<file path="config.mk">
export PLATFORM = sky130hd
export DESIGN_NAME = bemf_commutator
export DESIGN_NICKNAME = d
export VERILOG_FILES = /design/src/rtl/bemf_pkg.sv /design/src/rtl/bemf_sync_filter.sv /design/src/rtl/bemf_period_timer.sv /design/src/rtl/bemf_step_seq.sv /design/src/rtl/bemf_commutator.sv
export SDC_FILE = /design/constraint.sdc
export NUM_CORES = 1
export LEC_CHECK = 0
export ABC_CLOCK_PERIOD_IN_PS = 2190
export BUFFER_PORTS_ARGS = -buffer_cell sky130_fd_sc_hd__buf_4
export CORE_UTILIZATION = 55
export CTS_BUF_LIST = sky130_fd_sc_hd__clkbuf_8
export DETAILED_ROUTE_END_ITERATION = 8
export PLACE_DENSITY = 0.75
export SETUP_SLACK_MARGIN = 0.05
export SYNTH_ARGS = -nofsm -noshare
export SYNTH_HDL_FRONTEND = slang
export SYNTH_SLANG_ARGS = --single-unit
</file>
<file path="constraint.sdc">
create_clock -name clk_i -period 2.19 [get_ports clk_i]
set_input_delay 0.438 -clock clk_i [delete_from_list [all_inputs] [get_ports clk_i]]
set_output_delay 0.438 -clock clk_i [all_outputs]
set_load 0.005 [all_outputs]
</file>
<file path="src/rtl/bemf_pkg.sv">
package bemf_pkg;

  localparam int unsigned NUM_STEPS = 6;
  localparam int unsigned STEP_W    = 3;

  typedef enum logic [1:0] {
    PH_A = 2'd0,
    PH_B = 2'd1,
    PH_C = 2'd2
  } phase_e;

  typedef struct packed {
    logic [2:0] hs;
    logic [2:0] ls;
    phase_e     sense;
    logic       pol;
  } drive_t;

  function automatic drive_t step_drive(input logic [STEP_W-1:0] step);
    drive_t d;
    d.pol = ~step[0];
    unique case (step)
      3'd0:    begin d.hs = 3'b001; d.ls = 3'b010; d.sense = PH_C; end
      3'd1:    begin d.hs = 3'b001; d.ls = 3'b100; d.sense = PH_B; end
      3'd2:    begin d.hs = 3'b010; d.ls = 3'b100; d.sense = PH_A; end
      3'd3:    begin d.hs = 3'b010; d.ls = 3'b001; d.sense = PH_C; end
      3'd4:    begin d.hs = 3'b100; d.ls = 3'b001; d.sense = PH_B; end
      3'd5:    begin d.hs = 3'b100; d.ls = 3'b010; d.sense = PH_A; end
      default: begin d.hs = 3'b000; d.ls = 3'b000; d.sense = PH_A; end
    endcase
    return d;
  endfunction

endpackage

</file>
<file path="src/rtl/bemf_sync_filter.sv">
module bemf_sync_filter #(
  parameter int unsigned FILT_LEN = 3
) (
  input  logic clk_i,
  input  logic rst_ni,
  input  logic cmp_i,
  output logic level_o
);

  localparam int unsigned CW = $clog2(FILT_LEN + 1);

  logic          s1_q, s2_q, level_q;
  logic [CW-1:0] cnt_q;

  always_ff @(posedge clk_i or negedge rst_ni) begin
    if (!rst_ni) begin
      s1_q    <= 1'b0;
      s2_q    <= 1'b0;
      level_q <= 1'b0;
      cnt_q   <= '0;
    end else begin
      s1_q <= cmp_i;
      s2_q <= s1_q;
      if (s2_q == level_q) begin
        cnt_q <= '0;
      end else if (cnt_q == CW'(FILT_LEN - 1)) begin
        level_q <= s2_q;
        cnt_q   <= '0;
      end else begin
        cnt_q <= cnt_q + 1'b1;
      end
    end
  end

  assign level_o = level_q;

  // level only ever moves toward the synchronized value
  assert_filter_follows_sync_R4: assert property (@(posedge clk_i) disable iff (!rst_ni)
    !$stable(level_q) |-> (level_q == $past(s2_q)));

endmodule

</file>
<file path="src/rtl/bemf_period_timer.sv">
module bemf_period_timer #(
  parameter int unsigned PERIOD_W     = 16,
  parameter int unsigned CLK_PER_TICK = 125
) (
  input  logic                clk_i,
  input  logic                rst_ni,
  input  logic                en_i,
  input  logic                accept_i,
  input  logic [PERIOD_W-1:0] start_period_i,
  output logic                mask_active_o,
  output logic                stall_o
);

  localparam int unsigned        PW      = $clog2(CLK_PER_TICK + 1);
  localparam logic [PERIOD_W-1:0] CNT_MAX = '1;

  logic [PW-1:0]       pre_q;
  logic [PERIOD_W-1:0] cnt_q, period_q, mask_q;
  logic                tick;

  assign tick = (pre_q == PW'(CLK_PER_TICK - 1));

  always_ff @(posedge clk_i or negedge rst_ni) begin
    if (!rst_ni) begin
      pre_q    <= '0;
      cnt_q    <= '0;
      period_q <= '0;
      mask_q   <= '0;
    end else if (!en_i) begin
      pre_q    <= '0;
      cnt_q    <= '0;
      period_q <= start_period_i;
      mask_q   <= start_period_i >> 2;
    end else if (accept_i) begin
      pre_q    <= '0;
      cnt_q    <= '0;
      period_q <= cnt_q;
      mask_q   <= cnt_q >> 2;
    end else begin
      pre_q <= tick ? '0 : pre_q + 1'b1;
      if (tick) begin
        if (cnt_q != CNT_MAX) cnt_q <= cnt_q + 1'b1;
        if (mask_q != '0)     mask_q <= mask_q - 1'b1;
      end
    end
  end

  assign mask_active_o = (mask_q != '0);
  assign stall_o       = (cnt_q == CNT_MAX);

  assert_mask_quarter_R5: assert property (@(posedge clk_i) disable iff (!rst_ni)
    mask_q <= (period_q >> 2));

  assert_stall_holds_R7: assert property (@(posedge clk_i) disable iff (!rst_ni)
    (stall_o && en_i && !accept_i) |=> stall_o);

endmodule

</file>
<file path="src/rtl/bemf_step_seq.sv">
module bemf_step_seq
  import bemf_pkg::*;
(
  input  logic       clk_i,
  input  logic       rst_ni,
  input  logic       en_i,
  input  logic       stall_i,
  input  logic       accept_i,
  output logic [2:0] hs_en_o,
  output logic [2:0] ls_en_o,
  output logic [1:0] sense_sel_o,
  output logic       pol_o
);

  logic [STEP_W-1:0] step_q;
  drive_t            drv;
  logic              drive_on;

  always_ff @(posedge clk_i or negedge rst_ni) begin
    if (!rst_ni)        step_q <= '0;
    else if (!en_i)     step_q <= '0;
    else if (accept_i)  step_q <= (step_q == STEP_W'(NUM_STEPS - 1)) ? '0 : step_q + 1'b1;
  end

  assign drv         = step_drive(step_q);
  assign drive_on    = en_i && !stall_i;
  assign hs_en_o     = drive_on ? drv.hs : 3'b000;
  assign ls_en_o     = drive_on ? drv.ls : 3'b000;
  assign sense_sel_o = drv.sense;
  assign pol_o       = drv.pol;

  assert_no_shoot_through_R3: assert property (@(posedge clk_i) disable iff (!rst_ni)
    (hs_en_o & ls_en_o) == 3'b000);

  assert_single_side_R3: assert property (@(posedge clk_i) disable iff (!rst_ni)
    $onehot0(hs_en_o) && $onehot0(ls_en_o));

  assert_step_hold_R2: assert property (@(posedge clk_i) disable iff (!rst_ni)
    (en_i && !accept_i) |=> $stable(step_q));

  assert_step_range_R1: assert property (@(posedge clk_i) disable iff (!rst_ni)
    step_q < STEP_W'(NUM_STEPS));

  assert_off_when_idle_R8: assert property (@(posedge clk_i) disable iff (!rst_ni)
    !en_i |-> (hs_en_o == 3'b000 && ls_en_o == 3'b000));

  assert_off_when_stalled_R7: assert property (@(posedge clk_i) disable iff (!rst_ni)
    stall_i |-> (hs_en_o == 3'b000 && ls_en_o == 3'b000));

endmodule

</file>
<file path="src/rtl/bemf_commutator.sv">
module bemf_commutator #(
  parameter int unsigned PERIOD_W     = 16,
  parameter int unsigned CLK_PER_TICK = 125,
  parameter int unsigned FILT_LEN     = 3
) (
  input  logic                clk_i,
  input  logic                rst_ni,
  input  logic                en_i,
  input  logic                cmp_i,
  input  logic [PERIOD_W-1:0] start_period_i,
  output logic [2:0]          hs_en_o,
  output logic [2:0]          ls_en_o,
  output logic [1:0]          sense_sel_o,
  output logic                stall_o
);

  logic level, mask_active, stall, pol, accept;

  bemf_sync_filter #(.FILT_LEN(FILT_LEN)) u_filt (
    .clk_i  (clk_i),
    .rst_ni (rst_ni),
    .cmp_i  (cmp_i),
    .level_o(level)
  );

  // crossing = filtered level reaches the polarity the current step expects
  assign accept = en_i && !mask_active && (level == pol);

  bemf_period_timer #(.PERIOD_W(PERIOD_W), .CLK_PER_TICK(CLK_PER_TICK)) u_timer (
    .clk_i         (clk_i),
    .rst_ni        (rst_ni),
    .en_i          (en_i),
    .accept_i      (accept),
    .start_period_i(start_period_i),
    .mask_active_o (mask_active),
    .stall_o       (stall)
  );

  bemf_step_seq u_seq (
    .clk_i      (clk_i),
    .rst_ni     (rst_ni),
    .en_i       (en_i),
    .stall_i    (stall),
    .accept_i   (accept),
    .hs_en_o    (hs_en_o),
    .ls_en_o    (ls_en_o),
    .sense_sel_o(sense_sel_o),
    .pol_o      (pol)
  );

  assign stall_o = stall;

  assert_no_accept_in_mask_R5: assert property (@(posedge clk_i) disable iff (!rst_ni)
    mask_active |=> $stable(sense_sel_o) || !en_i);

endmodule

</file>
* Word level (Yosys, flattened, before mapping)
Index checks and enable logic that the tools add are counted.
** Word-level totals
- Word-level logic and storage cells :: 59
- Output and inout bits :: 9
- Input port bits :: 20
- Register bits after elaboration :: 47
** Cells by class
- $add $sub $neg :: 5
- Muxes and demuxes :: 19
- Equal/unequal tests :: 15
- Bitwise logic cells :: 2
- Reduce and logical (&&, ||, !) cells :: 10
** Operator list (count)
- $mux 16 :: 8
- $pmux 8 s6 :: 1
- $mux 7 :: 3
- $add 16x1->16 const B :: 1
- $eq 16x16->1 const B :: 1
- $ne 16x16->1 const B :: 1
- $reduce_bool 16->1 :: 1
- $sub 16x1->16 const B :: 1
- $mux 3 :: 5
- $ne 3x1->1 const B :: 3
- $add 7x1->7 const B :: 1
- $eq 7x7->1 const B :: 1
- $eq 3x2->1 const B :: 2
- $eq 3x3->1 const B :: 2
- $reduce_and 2->1 :: 3
- $mux 2 :: 2
- $add 3x1->3 const B :: 1
- $eq 3x1->1 const B :: 1
- $logic_and 1x1->1 :: 3
- $logic_not 3->1 :: 1
- $add 2x1->2 const B :: 1
- $eq 1x1->1 :: 2
- $eq 2x2->1 const B :: 1
- $logic_not 1->1 :: 2
- 2 further kinds :: 3

* Logic depth before layout (Yosys ltp)
- Depth in word-level cells :: 6
- Depth in mapped cells :: 9

* Modules after synthesis
A second synthesis with hierarchy kept.
** Unflattened totals
- Cells, all modules :: 308
- Area total of the unflattened synthesis :: 2865.2 um2
** By module, submodules not included
- bemf_period_timer :: cells an instance 263, area each 2383.5 um2, instances 1
- bemf_step_seq :: cells an instance 33, area each 285.3 um2, instances 1
- bemf_sync_filter :: cells an instance 10, area each 175.2 um2, instances 1
- bemf_commutator :: cells an instance 2, area each 21.3 um2, instances 1

* Least setup slack after synthesis
OpenSTA, ideal clock, no wires.
- Kind :: reg2out
- Start point :: register u_timer.cnt_q[0]
- End point :: output port ls_en_o[2]
- Path slack :: 121 ps
- Cell stages (with the launch flop) :: 7
- Data arrival time :: 1631 ps
- Cell sequence :: dfrtp_1 > ha_1 > and3_1 > nand4_1 > clkbuf_1 > nand2_1 > nor3_1
** Between the ends
- Word-level cells in the longest chain between the ends :: 4
** Ends and longest elaborated chain
- start: declaration :: RTL line bemf_period_timer.sv:18 : logic [PERIOD_W-1:0] cnt_q, period_q, mask_q;
- start signal: assignment :: RTL line bemf_period_timer.sv:42 : if (cnt_q != CNT_MAX) cnt_q <= cnt_q + 1'b1;
- $eq 16x16->1 :: RTL line bemf_period_timer.sv:49 : assign stall_o = (cnt_q == CNT_MAX);
- $logic_not 1->1 :: RTL line bemf_step_seq.sv:26 : assign drive_on = en_i && !stall_i;
- $logic_and 1x1->1 :: RTL line bemf_step_seq.sv:26
- $mux 3 :: RTL line bemf_step_seq.sv:28 : assign ls_en_o = drive_on ? drv.ls : 3'b000;
- end: declaration :: RTL line bemf_commutator.sv:12 : output logic [2:0] ls_en_o,
Every way passes these cells.

* Final worst setup path
- Start point :: register u_timer.cnt_q[1]
- End point :: output port ls_en_o[0]
The elaborated chain is that of the path after synthesis.

==> qor.json <==
{
  "synth.yosys.seq_area_share": 0.401,
  "max-cap-violations": 0,
  "most-common-layout-cells": "sky130_fd_sc_hd__buf_4, sky130_fd_sc_hd__dfrtp_1, sky130_fd_sc_hd__nor2_1",
  "timing.critical_path.fanout_max": 6,
  "insertedDiodeCount": 0,
  "synth_edf_count": 0,
  "ctsHoldBuffers": 0,
  "ios": 29,
  "postSynthCellCount": 312,
  "grt_pass1_vias": 2370,
  "die_area_mm2": 0.00562,
  "drive_above_1_share": 0.265,
  "cts_buffers": 5,
  "avgViaCountPerCell": 5.81,
  "path_clk_slew_ps": 90,
  "static-leakage-power_uw": 0.00155,
  "route.final.wire_length_um": 6760,
  "holdCritPathClass": "in -> async",
  "reg2reg_depth": 8,
  "ant_nets": 0,
  "max_slew_margin": 0.601,
  "worstReg2RegStart": "u_timer.mask_q[1]$_DFFE_PN0P_",
  "ys_dominant_reg_cell": "sky130_fd_sc_hd__dfrtp_1",
  "worst_path_largest_cell_delay_ps": 420,
  "timing.final.crit_period_ps": 2130,
  "setup_viol": 0,
  "layout.area.seq_mm2": 0.00118,
  "critical_path.reg2reg.endpoint": "u_timer.mask_q[1]$_DFFE_PN0P_",
  "clk_latency_ps": 300,
  "placement.io_buffers": 26,
  "detail_route.drc_violations": 0,
  "startpoint": "u_timer.cnt_q[1]$_DFFE_PN0P_",
  "crit_path_start_kind": "flip-flop",
  "ys_seq_elements": 47,
  "groute.usage.overall": 0.262,
  "finish.net_count": 392,
  "post-dp-hpwl_um": 4900,
  "number_of_failing_hold_endpoints_at_the_final_stage": 0,
  "mappedNetlistNets": 338,
  "detailroute.via_count": 2534,
  "finalMaxSlewViolations": 0,
  "finalCritPeriodShare": 0.971,
  "chipWidth_um": 75.0,
  "worst_ep_required_time_ps": 1750,
  "most_common_cell_after_layout_fill_and_taps_aside": "sky130_fd_sc_hd__buf_4",
  "multiInputGateArea_mm2": 0.00166,
  "gr-total-overflow": 0,
  "cts.path.max_buffers": 2,
  "wire_length_of_the_first_global_routing_pass_um": 11000,
  "path_cells": "ha_2, and3_1, nand4_1, nand2_2, a21oi_1, buf_4",
  "routedWlPerCell_um": 15.5,
  "coreArea_mm2": 0.00511,
  "synth.cell_area_mm2": 0.00293,
  "run_status": "finished, final reports clean",
  "reg2reg_setup_slack_ps": 140,
  "crit_slowest_cell": "sky130_fd_sc_hd__dfrtp_1",
  "synth.avg_cell_area_um2": 9.39,
  "yosys_warnings": 0,
  "tritoncts_clock_tree": "yes",
  "chipHeight_um": 75.0,
  "drt-pass1-iter-count": 4,
  "synthArstFlopShare": 1.00,
  "timing.critical_path.to_type": "output port",
  "power.ir.vdd_worst_uv": 286,
  "clock.fmax_mhz": 470,
  "worst_clock_skew_ps": 7.55,
  "post-place-ws_ps": 145,
  "grt_setup_unrepaired": "true",
  "tightestPinTransition_ps": 599,
  "synth.lib_cells_used.distinct": 59,
  "path_class": "reg -> out",
  "filler_cell_count_in_the_final_layout": 408,
  "antenna_found_initial": 0,
  "worstPathArrival_ps": 1690,
  "place.gp.congestion": 0.886,
  "area_delta_synth_final_pct": 20.5,
  "number_of_clock_sinks": 47,
  "initial_utilization": 0.574,
  "fin_tns_setup_ps": 0,
  "std_cell_rows": 26,
  "detailedRoute.firstIterationViolations": 160,
  "clock-root-buffer": "sky130_fd_sc_hd__clkbuf_8",
  "clock_tree.htree_level_count": 2,
  "power.density_cell_area_mw_per_mm2": 579,
  "maximum_number_of_pins_on_one_net_before_global_route_repair": 48,
  "worst_slack_ps": 63.9
}
[timing repair]
action,in CTS,in global routing
setup buffers,1,6
gates resized for setup,2,11
endpoints found under the setup margin,7,18
pin swaps,1,3
[sequential cells by signal, summed over array words and instances (netlist names)]
| register | flops |
|---|---|
| u_filt.cnt_q | 2 |
| u_timer.pre_q | 7 |
| u_filt.level_o | 1 |
| u_timer.mask_q | 16 |
| u_filt.s2_q | 1 |
| u_timer.cnt_q | 16 |
| u_filt.s1_q | 1 |
| u_seq.step_q | 3 |
[layout make-up]
class / instances / share of cell area
Multi-Input combinational cell: 240 / 0.469
Timing Repair Buffer: 61 / 0.131
Clock inverter: 2 / 0.00957
Inverter: 11 / 0.0124
Sequential cell: 47 / 0.334
Tap cell: 70 / 0.0248
Clock buffer: 5 / 0.0195
[synth_stat cells (2+ instances only)]
| master | instances | area (µm²) |
|---|---|---|
| sky130_fd_sc_hd__a21oi_1 | 9 | 45.0 |
| sky130_fd_sc_hd__a22oi_1 | 8 | 60.1 |
| sky130_fd_sc_hd__a2bb2oi_1 | 3 | 26.3 |
| sky130_fd_sc_hd__a31oi_1 | 2 | 12.5 |
| sky130_fd_sc_hd__and2_1 | 2 | 12.5 |
| sky130_fd_sc_hd__and3_1 | 5 | 31.3 |
| sky130_fd_sc_hd__and4_1 | 3 | 26.3 |
| sky130_fd_sc_hd__buf_2 | 4 | 20.0 |
| sky130_fd_sc_hd__buf_4 | 2 | 15.0 |
| sky130_fd_sc_hd__buf_6 | 2 | 22.5 |
| sky130_fd_sc_hd__clkbuf_1 | 5 | 18.8 |
| sky130_fd_sc_hd__dfrtp_1 | 47 | 1180 |
| sky130_fd_sc_hd__ha_1 | 6 | 75.1 |
| sky130_fd_sc_hd__inv_1 | 11 | 41.3 |
| sky130_fd_sc_hd__mux2_2 | 2 | 22.5 |
| sky130_fd_sc_hd__mux2i_1 | 6 | 60.1 |
| sky130_fd_sc_hd__nand2_1 | 20 | 75.1 |
| sky130_fd_sc_hd__nand3_1 | 17 | 85.1 |
| sky130_fd_sc_hd__nand4_1 | 16 | 100 |
| sky130_fd_sc_hd__nand4_2 | 2 | 25.0 |
| sky130_fd_sc_hd__nor2_1 | 38 | 143 |
| sky130_fd_sc_hd__nor3_1 | 11 | 55.1 |
| sky130_fd_sc_hd__nor3b_1 | 2 | 15.0 |
| sky130_fd_sc_hd__nor4_1 | 3 | 18.8 |
| sky130_fd_sc_hd__o211ai_1 | 2 | 15.0 |
| sky130_fd_sc_hd__o21ai_0 | 15 | 75.1 |
| sky130_fd_sc_hd__o21ai_1 | 4 | 20.0 |
| sky130_fd_sc_hd__o21ai_2 | 3 | 26.3 |
| sky130_fd_sc_hd__o31ai_1 | 3 | 22.5 |
| sky130_fd_sc_hd__or4_1 | 2 | 15.0 |
| sky130_fd_sc_hd__xnor2_1 | 16 | 140 |
| sky130_fd_sc_hd__xor2_1 | 14 | 123 |
[cell families (layout without fill, tap and decap cells)]
| logic type | after synthesis | in the layout | share of synthesized area |
|---|---|---|---|
| buffers and inverters | 25 | 79 | 0.0414 |
| AND/OR/NAND/NOR | 135 | 135 | 0.262 |
| AO/OA/AOI/OAI | 59 | 59 | 0.135 |
| XOR/XNOR | 31 | 31 | 0.0991 |
| flip-flops | 47 | 47 | 0.401 |
| adder cells (fa/ha/maj) | 6 | 6 | 0.0256 |
| multiplexers | 9 | 9 | 0.0359 |
[through the flow]
| stage | util | cell area, µm² | std cells | total power, µW | hold slack [ps] |
|---|---|---|---|---|---|
| after floorplan | - | 2930 | 312 | 1270 | 142 |
| after global routing | 0.691 | 3530 | 436 | 2150 | 177 |
| final | 0.691 | 3530 | 436 | 2040 | 140 |
| after detailed placement | 0.655 | 3340 | 422 | 1440 | 339 |
| after global placement | 0.655 | 3340 | 422 | 1420 | 334 |
| after CTS | 0.677 | 3460 | 430 | 2050 | 164 |
[worst max-delay path: cells and delay by family, from the launching register on]
kind                       cells  cell delay [ps]
and+or+nand+nor                3              500
DFF                            1              420
adders and majority gates      1              200
AOI/OAI and AO/OA              1              140
buffers and inverters          1              120
[per-layer routing]
layer / GRT usage / vias up / wire length (µm)
met4: 0.101 / 0 / 108
met1: 0.353 / 1218 / 2990
met2: 0.421 / 69 / 3310
met5: 0 / - / 0
li1: - / 1237 / -
met3: 0.0509 / 10 / 363
[where the power goes]
group          internal, µW  switching (µW)
Clock                   330             285
Sequential              931            72.5
Combinational           206             220
[worst max-delay path by stage]
stage	to	slack, ps	cells after the start
finish	ls_en_o[0]	60	6
global route	ls_en_o[1]	-50	6
CTS	ls_en_o[2]	4	6
detailed placement	u_timer.mask_q[1]$_DFFE_PN0P_	150	6
global placement	u_timer.mask_q[11]$_DFFE_PN0P_	180	6
floorplan	ls_en_o[2]	120	6
Note: power is estimated with default switching activity, not from simulation.
